File: config.mk
export PLATFORM = sky130hd
export DESIGN_NAME = reloc_guard
export DESIGN_NICKNAME = d
export VERILOG_FILES = /design/src/rtl/rg_pkg.sv /design/src/rtl/rg_mode.sv /design/src/rtl/rg_regs.sv /design/src/rtl/rg_check.sv /design/src/rtl/reloc_guard.sv
export SDC_FILE = /design/constraint.sdc
export NUM_CORES = 1
export LEC_CHECK = 0
export CORE_UTILIZATION = 44
export CTS_CLUSTER_DIAMETER = 80
export CTS_CLUSTER_SIZE = 30
export DETAILED_ROUTE_END_ITERATION = 8
export PLACE_DENSITY = 0.69
export SLEW_MARGIN = 15
export SYNTH_ARGS = -nofsm -noshare
export SYNTH_HDL_FRONTEND = slang
export SYNTH_SLANG_ARGS = --single-unit
File: constraint.sdc
create_clock -name clk -period 2.72 [get_ports clk]
set_clock_uncertainty 0.1 [all_clocks]
set_input_delay 0.544 -clock clk [delete_from_list [all_inputs] [get_ports clk]]
set_output_delay 0.544 -clock clk [all_outputs]
set_load 0.02 [all_outputs]
File: src/rtl/rg_pkg.sv
package rg_pkg;

    // Privilege bit encoding
    typedef enum logic {
        MODE_USER = 1'b0,
        MODE_SUP  = 1'b1
    } mode_e;

    // Register selector for configuration writes
    typedef enum logic {
        SEL_BASE  = 1'b0,
        SEL_LIMIT = 1'b1
    } reg_sel_e;

endpackage

File: src/rtl/rg_mode.sv
module rg_mode
    import rg_pkg::*;
(
    input  logic  clk,
    input  logic  rst_n,
    input  logic  enter_i,
    input  logic  leave_i,
    input  logic  wr_req_i,
    output mode_e mode_o,
    output logic  wr_grant_o,
    output logic  wr_deny_o
);

    typedef struct packed {
        mode_e mode;
    } mode_state_t;

    mode_state_t st_d, st_q;

    // Next state: entering supervisor has priority over leaving it
    always_comb begin
        st_d = st_q;
        if (enter_i) begin
            st_d.mode = MODE_SUP;
        end else if (leave_i) begin
            st_d.mode = MODE_USER;
        end
    end

    always_ff @(posedge clk or negedge rst_n) begin
        if (!rst_n) begin
            st_q.mode <= MODE_SUP;
        end else begin
            st_q <= st_d;
        end
    end

    // The write check uses the mode held before the edge
    always_comb begin
        mode_o     = st_q.mode;
        wr_grant_o = wr_req_i && (st_q.mode == MODE_SUP);
        wr_deny_o  = wr_req_i && (st_q.mode == MODE_USER);
    end

endmodule

File: src/rtl/rg_regs.sv
module rg_regs
    import rg_pkg::*;
#(
    parameter int ADDR_W = 16
) (
    input  logic              clk,
    input  logic              rst_n,
    input  logic              wr_en_i,
    input  reg_sel_e          sel_i,
    input  logic [ADDR_W-1:0] data_i,
    output logic [ADDR_W-1:0] base_o,
    output logic [ADDR_W-1:0] limit_o
);

    localparam int NREG = 2;

    typedef logic [ADDR_W-1:0] word_t;

    typedef struct packed {
        word_t [NREG-1:0] r;
    } regs_state_t;

    regs_state_t st_d, st_q;

    // One write-enable per register, decoded from the selector
    logic [NREG-1:0] hit;

    for (genvar g = 0; g < NREG; g++) begin : g_dec
        assign hit[g] = wr_en_i && (int'(sel_i) == g);
    end

    always_comb begin
        st_d = st_q;
        for (int i = 0; i < NREG; i++) begin
            if (hit[i]) begin
                st_d.r[i] = data_i;
            end
        end
    end

    always_ff @(posedge clk or negedge rst_n) begin
        if (!rst_n) begin
            st_q <= '0;
        end else begin
            st_q <= st_d;
        end
    end

    assign base_o  = st_q.r[int'(SEL_BASE)];
    assign limit_o = st_q.r[int'(SEL_LIMIT)];

endmodule

File: src/rtl/rg_check.sv
module rg_check #(
    parameter int ADDR_W = 16
) (
    input  logic [ADDR_W-1:0] ea_i,
    input  logic [ADDR_W-1:0] base_i,
    input  logic [ADDR_W-1:0] limit_i,
    output logic [ADDR_W-1:0] pa_o,
    output logic              legal_o,
    output logic              over_limit_o,
    output logic              carry_o
);

    localparam int SUM_W = ADDR_W + 1;

    logic [SUM_W-1:0] sum;

    // The adder and the comparator work side by side, not one after the other
    always_comb begin
        sum          = {1'b0, ea_i} + {1'b0, base_i};
        carry_o      = sum[SUM_W-1];
        over_limit_o = (ea_i > limit_i);
        legal_o      = !carry_o && !over_limit_o;
        pa_o         = sum[ADDR_W-1:0];
    end

endmodule

File: src/rtl/reloc_guard.sv
module reloc_guard
    import rg_pkg::*;
#(
    parameter int ADDR_W = 16
) (
    input  logic              clk,
    input  logic              rst_n,
    input  logic              acc_vld_i,
    input  logic [ADDR_W-1:0] acc_ea_i,
    input  logic              cfg_wr_i,
    input  logic              cfg_sel_i,
    input  logic [ADDR_W-1:0] cfg_data_i,
    input  logic              enter_sup_i,
    input  logic              leave_sup_i,
    output logic              pa_vld_o,
    output logic [ADDR_W-1:0] pa_o,
    output logic              bnd_fault_o,
    output logic              priv_fault_o,
    output logic              sup_mode_o
);

    typedef struct packed {
        logic              pa_vld;
        logic [ADDR_W-1:0] pa;
        logic              bnd_fault;
        logic              priv_fault;
    } resp_t;

    mode_e             mode_w;
    logic              grant_w;
    logic              deny_w;
    logic [ADDR_W-1:0] base_w;
    logic [ADDR_W-1:0] limit_w;
    logic [ADDR_W-1:0] sum_w;
    logic              legal_w;
    logic              over_w;
    logic              carry_w;

    resp_t rsp_d, rsp_q;

    rg_mode u_mode (
        .clk        (clk),
        .rst_n      (rst_n),
        .enter_i    (enter_sup_i),
        .leave_i    (leave_sup_i),
        .wr_req_i   (cfg_wr_i),
        .mode_o     (mode_w),
        .wr_grant_o (grant_w),
        .wr_deny_o  (deny_w)
    );

    rg_regs #(.ADDR_W(ADDR_W)) u_regs (
        .clk     (clk),
        .rst_n   (rst_n),
        .wr_en_i (grant_w),
        .sel_i   (reg_sel_e'(cfg_sel_i)),
        .data_i  (cfg_data_i),
        .base_o  (base_w),
        .limit_o (limit_w)
    );

    rg_check #(.ADDR_W(ADDR_W)) u_check (
        .ea_i         (acc_ea_i),
        .base_i       (base_w),
        .limit_i      (limit_w),
        .pa_o         (sum_w),
        .legal_o      (legal_w),
        .over_limit_o (over_w),
        .carry_o      (carry_w)
    );

    // Either cause of a violation leads to the same fault
    logic violation;
    assign violation = over_w || carry_w;

    always_comb begin
        rsp_d            = '0;
        rsp_d.pa_vld     = acc_vld_i && legal_w;
        rsp_d.pa         = (acc_vld_i && legal_w) ? sum_w : '0;
        rsp_d.bnd_fault  = acc_vld_i && violation;
        rsp_d.priv_fault = deny_w;
    end

    always_ff @(posedge clk or negedge rst_n) begin
        if (!rst_n) begin
            rsp_q <= '0;
        end else begin
            rsp_q <= rsp_d;
        end
    end

    assign pa_vld_o     = rsp_q.pa_vld;
    assign pa_o         = rsp_q.pa;
    assign bnd_fault_o  = rsp_q.bnd_fault;
    assign priv_fault_o = rsp_q.priv_fault;
    assign sup_mode_o   = (mode_w == MODE_SUP);

endmodule

# Word-level counts from Yosys, hierarchy flattened
# Index checks and enable logic that the tools add are counted.
# word_totals
wordCells,25
output_inout_bits,20
regBits,52
in_bits,39
# op_classes
n_reduce_logical,11
muxes,3
addsub,1
magnitude_cmp,1
bitwise,2
# ops
operator,n
16-bit by 16-bit adder with 17-bit output,1
16-bit greater-than comparator,1
16-bit two-way mux,1
1-bit logical AND,7
1-bit zero test,2
1-bit two-way mux,2
1-bit NOT,2
2-bit nonzero test,1
1-bit logical OR,1

# Longest topological paths before layout
# depth
ltp_word,5
ltp_mapped,10
depth_no_buf,9

# By module
# A second synthesis with hierarchy kept.
# unflattened
hier_cells,272
hier_area_um2,3083.0
# modules_own_cells
mod,seq_area_each_um2,area_per_inst_um2,n_inst,cells_each
rg_regs,800.8,1247.4,1,69
rg_check,0.0,1168.6,1,159
reloc_guard,475.5,616.8,1,39
rg_mode,26.3,50.0,1,5

# Worst setup path before layout
# No wires, ideal clock.
# synth_path
path_kind,in2reg
start,input port acc_ea_i[0]
end,register rsp_q (netlist bit pa_o[2])
path_slack_ns,0.115
path_buffers,1
setup_time_ns,0.130
arrival_time_ns,2.374
required_time_ns,2.490
stages,10
cell_sequence,ha_1 > inv_1 > fa_1 > nor2b_1 > o31ai_2 > a31o_2 > a21oi_1 > nor3_4 > buf_6 > nor3b_2
# synth_lines
item,line,text
start: declaration,reloc_guard.sv:9,"input logic [ADDR_W-1:0] acc_ea_i,"
end signal: assignment,reloc_guard.sv:88,rsp_q <= rsp_d;
end: declaration,reloc_guard.sv:39,"resp_t rsp_d, rsp_q;"

==> results.py <==
metrics = {
    "synthesis": {
        "synth_top_cell_by_area": "dfrtp_1",
        "yosys_warnings": 0,
        "syn_nets": 343,
        "synth_compound_area_frac": 0.121,
        "ys_seq_elements": 52,
        "ys_seq_area_frac": 0.435,
        "avgSynthCellArea_um2": 11.0,
        "synth_xor_area_frac": 0.0146,
        "syn-instance-count": 271,
        "synth-edff-count": 0,
        "synth_ff_type": "dfrtp_1",
        "async_reset_ff_frac": 1.00,
        "synth.area.top_cells": "dfrtp_1, ha_1, mux2_2, a21oi_1, inv_1",
        "muxShareOfSynthArea": 0.120,
        "synthDominantCellAreaShare": 0.426,
        "yosys.area_share.simple": 0.136,
        "ys_types": 44,
        "synth_top_family_by_area": "adder cells",
        "synth_area_um2": 2990,
        "post_synth_fa_ha_maj_area_fraction": 0.140,
    },
    "grt": {
        "grt_use_total": 0.204,
        "grt_pass1_wl_mm": 11.5,
        "gr-total-overflow": 0,
        "antenna_found_initial": 0,
        "grt_start_max_net_pins": 29,
        "grt_pass1_vias": 2424,
    },
    "setup_path": {
        "rr_startpoint": "u_regs.limit_o[11]",
        "crit_fanout": 4,
        "crit_start": "acc_ea_i[7]",
        "worst_setup_path_start_kind": "primary input",
        "crit_path_end_kind": "register",
        "path_common_cell": "buf_4",
        "crit_slowest_cell": "clkdlybuf4s50_1",
        "ff2ff_path_depth": 10,
        "crit_type": "primary input to register",
        "critical_path_buf_inv_count": 3,
        "path_cells": "clkdlybuf4s50_1 > buf_4 > ha_1 > buf_4 > a21o_1 > and2_1 > o31a_1 > or3_1 > and3_1",
        "arrival_ns": 2.75,
        "r2r_end": "pa_o[11]",
        "crit_required_ns": 2.83,
        "reg2reg_slack_ns": 0.41,
        "cp_top_family": "buffers and inverters",
        "max_stage_delay_ns": 0.47,
    },
    "floorplan": {
        "die_area_um2": 7140,
        "floorplan.initialDensity": 0.463,
        "dieWidth_um": 84.5,
        "core_area_um2": 6460,
        "fp.dieH_um": 84.5,
        "fp-row-count": 29,
        "io_pins": 59,
    },
    "sta": {
        "hold_ws_ns": 0.111,
        "rsz0062_at_grt": "no",
        "tightest_slew_ns": 0.568,
        "hold_violations": 0,
        "fin_crit_ns": 2.64,
        "setup_violations": 0,
        "final_max_slew_viol_count": 0,
        "setup_ws_ns": 0.0808,
        "finalSetupTns_ns": 0,
        "finalCritPeriodShare": 0.970,
        "max_freq_mhz": 379,
        "relSlewSlack": 0.622,
    },
    "route": {
        "dr.pass1.iters": 6,
        "vias": 2425,
        "wl_per_cell_um": 14.3,
        "wl_mm": 6.65,
        "drc_errors": 14,
        "drtIter0Drc": 74,
        "ant_nets": 0,
        "via_per_inst": 5.22,
    },
    "placement": {
        "portBuffers": 58,
        "hpwl_mm": 5.44,
        "dpl_cell_area_um2": 4060,
        "pre_cts_slack_ns": -0.308,
        "gp_congestion": 0.853,
    },
    "clock_tree": {
        "cts_hold_buffers": 0,
        "clk_latency_ns": 0.31,
        "cts.reportedPaths.clkPinSlew_ns": 0.10,
        "ctsLongestPathBuffers": 2,
        "cts-buffers-inserted": 5,
        "htree_levels": 2,
        "cts_tree": "done",
        "cts_sinks": 52,
        "cts-root-buf": "clkbuf_8",
    },
    "power": {
        "ir_drop_uv": 275,
        "p_leak_nw": 2.02,
        "p_per_area_nw_per_um2": 614,
    },
    "final_layout": {
        "layout_commonest_cell": "clkdlybuf4s50_1",
        "finish.utilization": 0.656,
        "final_cell_mix": "clkdlybuf4s50_1, buf_4, dfrtp_1, mux2_2, ha_1",
        "nets": 459,
        "fin_area_um2": 4230,
        "insertedDiodeCount": 0,
        "syn_to_final_growth_pct": 41.5,
        "drive_gt1_frac": 0.284,
    },
    "outcome": {
        "status": "finished, violations left",
        "violations": "design-rule violations",
    },
    "min_path": {
        "hold_path.class": "primary input to async pin",
    },
    "job": {
        "cap_violations": 0,
    },
}
synth_stat cells, types with 4 or more instances:
master,count
nor3_1,4
a21o_1,7
and2_1,6
inv_1,21
and3b_1,4
nand3_1,6
nor2_1,7
and3_1,5
nor2b_1,6
dfrtp_1,51
nand2_1,13
nand4_1,5
mux2_2,32
a21oi_1,19
ha_1,32
nor4_1,4
o21ai_0,11
worst register-to-register path: stages (launching register included):
cell	delay (ns)
dfrtp_1	0.37
inv_1	0.06
ha_1	0.29
nand4_1	0.16
nor4_2	0.28
buf_4	0.14
a21boi_1	0.14
o31a_1	0.26
nor3_4	0.08
buf_4	0.15
and3b_1	0.17
through the flow:
stage                     cells  total power, mW
after CTS                   464             2.59
final                       465             2.60
after global routing        465             2.78
after global placement      456             2.06
after detailed placement    456             2.09
after floorplan             271             1.60
timing repair:
action | CTS | global route
gates resized for setup | 0 | 12
setup buffers | 0 | 1
endpoints found under the setup margin | 0 | 15
cell families (layout without fill, tap and decap cells):
logic type | count (synthesis) | after routing
adders and majority gates | 33 | 33
muxes | 32 | 32
AOI/OAI and AO/OA | 56 | 56
buffers and inverters | 24 | 141
xor gates and xnor gates | 5 | 5
DFF | 52 | 52
and+or+nand+nor | 69 | 69
state kept, by name (all words and copies together), names as in the netlist:
register,cells
u_mode.mode_o,1
priv_fault_o,1
pa_vld_o,1
u_regs.base_o,16
bnd_fault_o,1
pa_o,16
u_regs.limit_o,16
worst max-delay path by stage:
stage,end,slack [ns],cells past startpoint
after CTS,pa_o[7],0.02,12
after floorplan,pa_o[2],0.12,10
final,pa_o[10],0.08,9
after global placement,pa_o[7],-0.25,12
after detailed placement,pa_o[7],-0.31,12
after global routing,pa_o[7],0.0006,9
per-layer routing:
| layer | track usage | vias up | share of wire |
|---|---|---|---|
| li1 | - | 1216 | - |
| met3 | 0.0265 | 8 | 0.022 |
| met1 | 0.264 | 1165 | 0.47 |
| met2 | 0.358 | 36 | 0.50 |
| met5 | 0 | - | 0 |
| met4 | 0.0570 | 0 | 0.015 |
area by class of cell:
type	count	area, um^2
tap	77	96.3
clock buffer	6	82.6
clock inverter	2	17.5
inverter	21	78.8
timing repair buffer	112	1000
sequential	52	1300
fill	523	2220
multi-input combinational	195	1660
power breakdown:
group | total, mW | switching (mW) | internal, mW
combinational | 1.13 | 0.519 | 0.608
sequential | 0.986 | 0.0736 | 0.913
clock | 0.485 | 0.271 | 0.214
No activity file was read; power rests on OpenSTA's default activity.
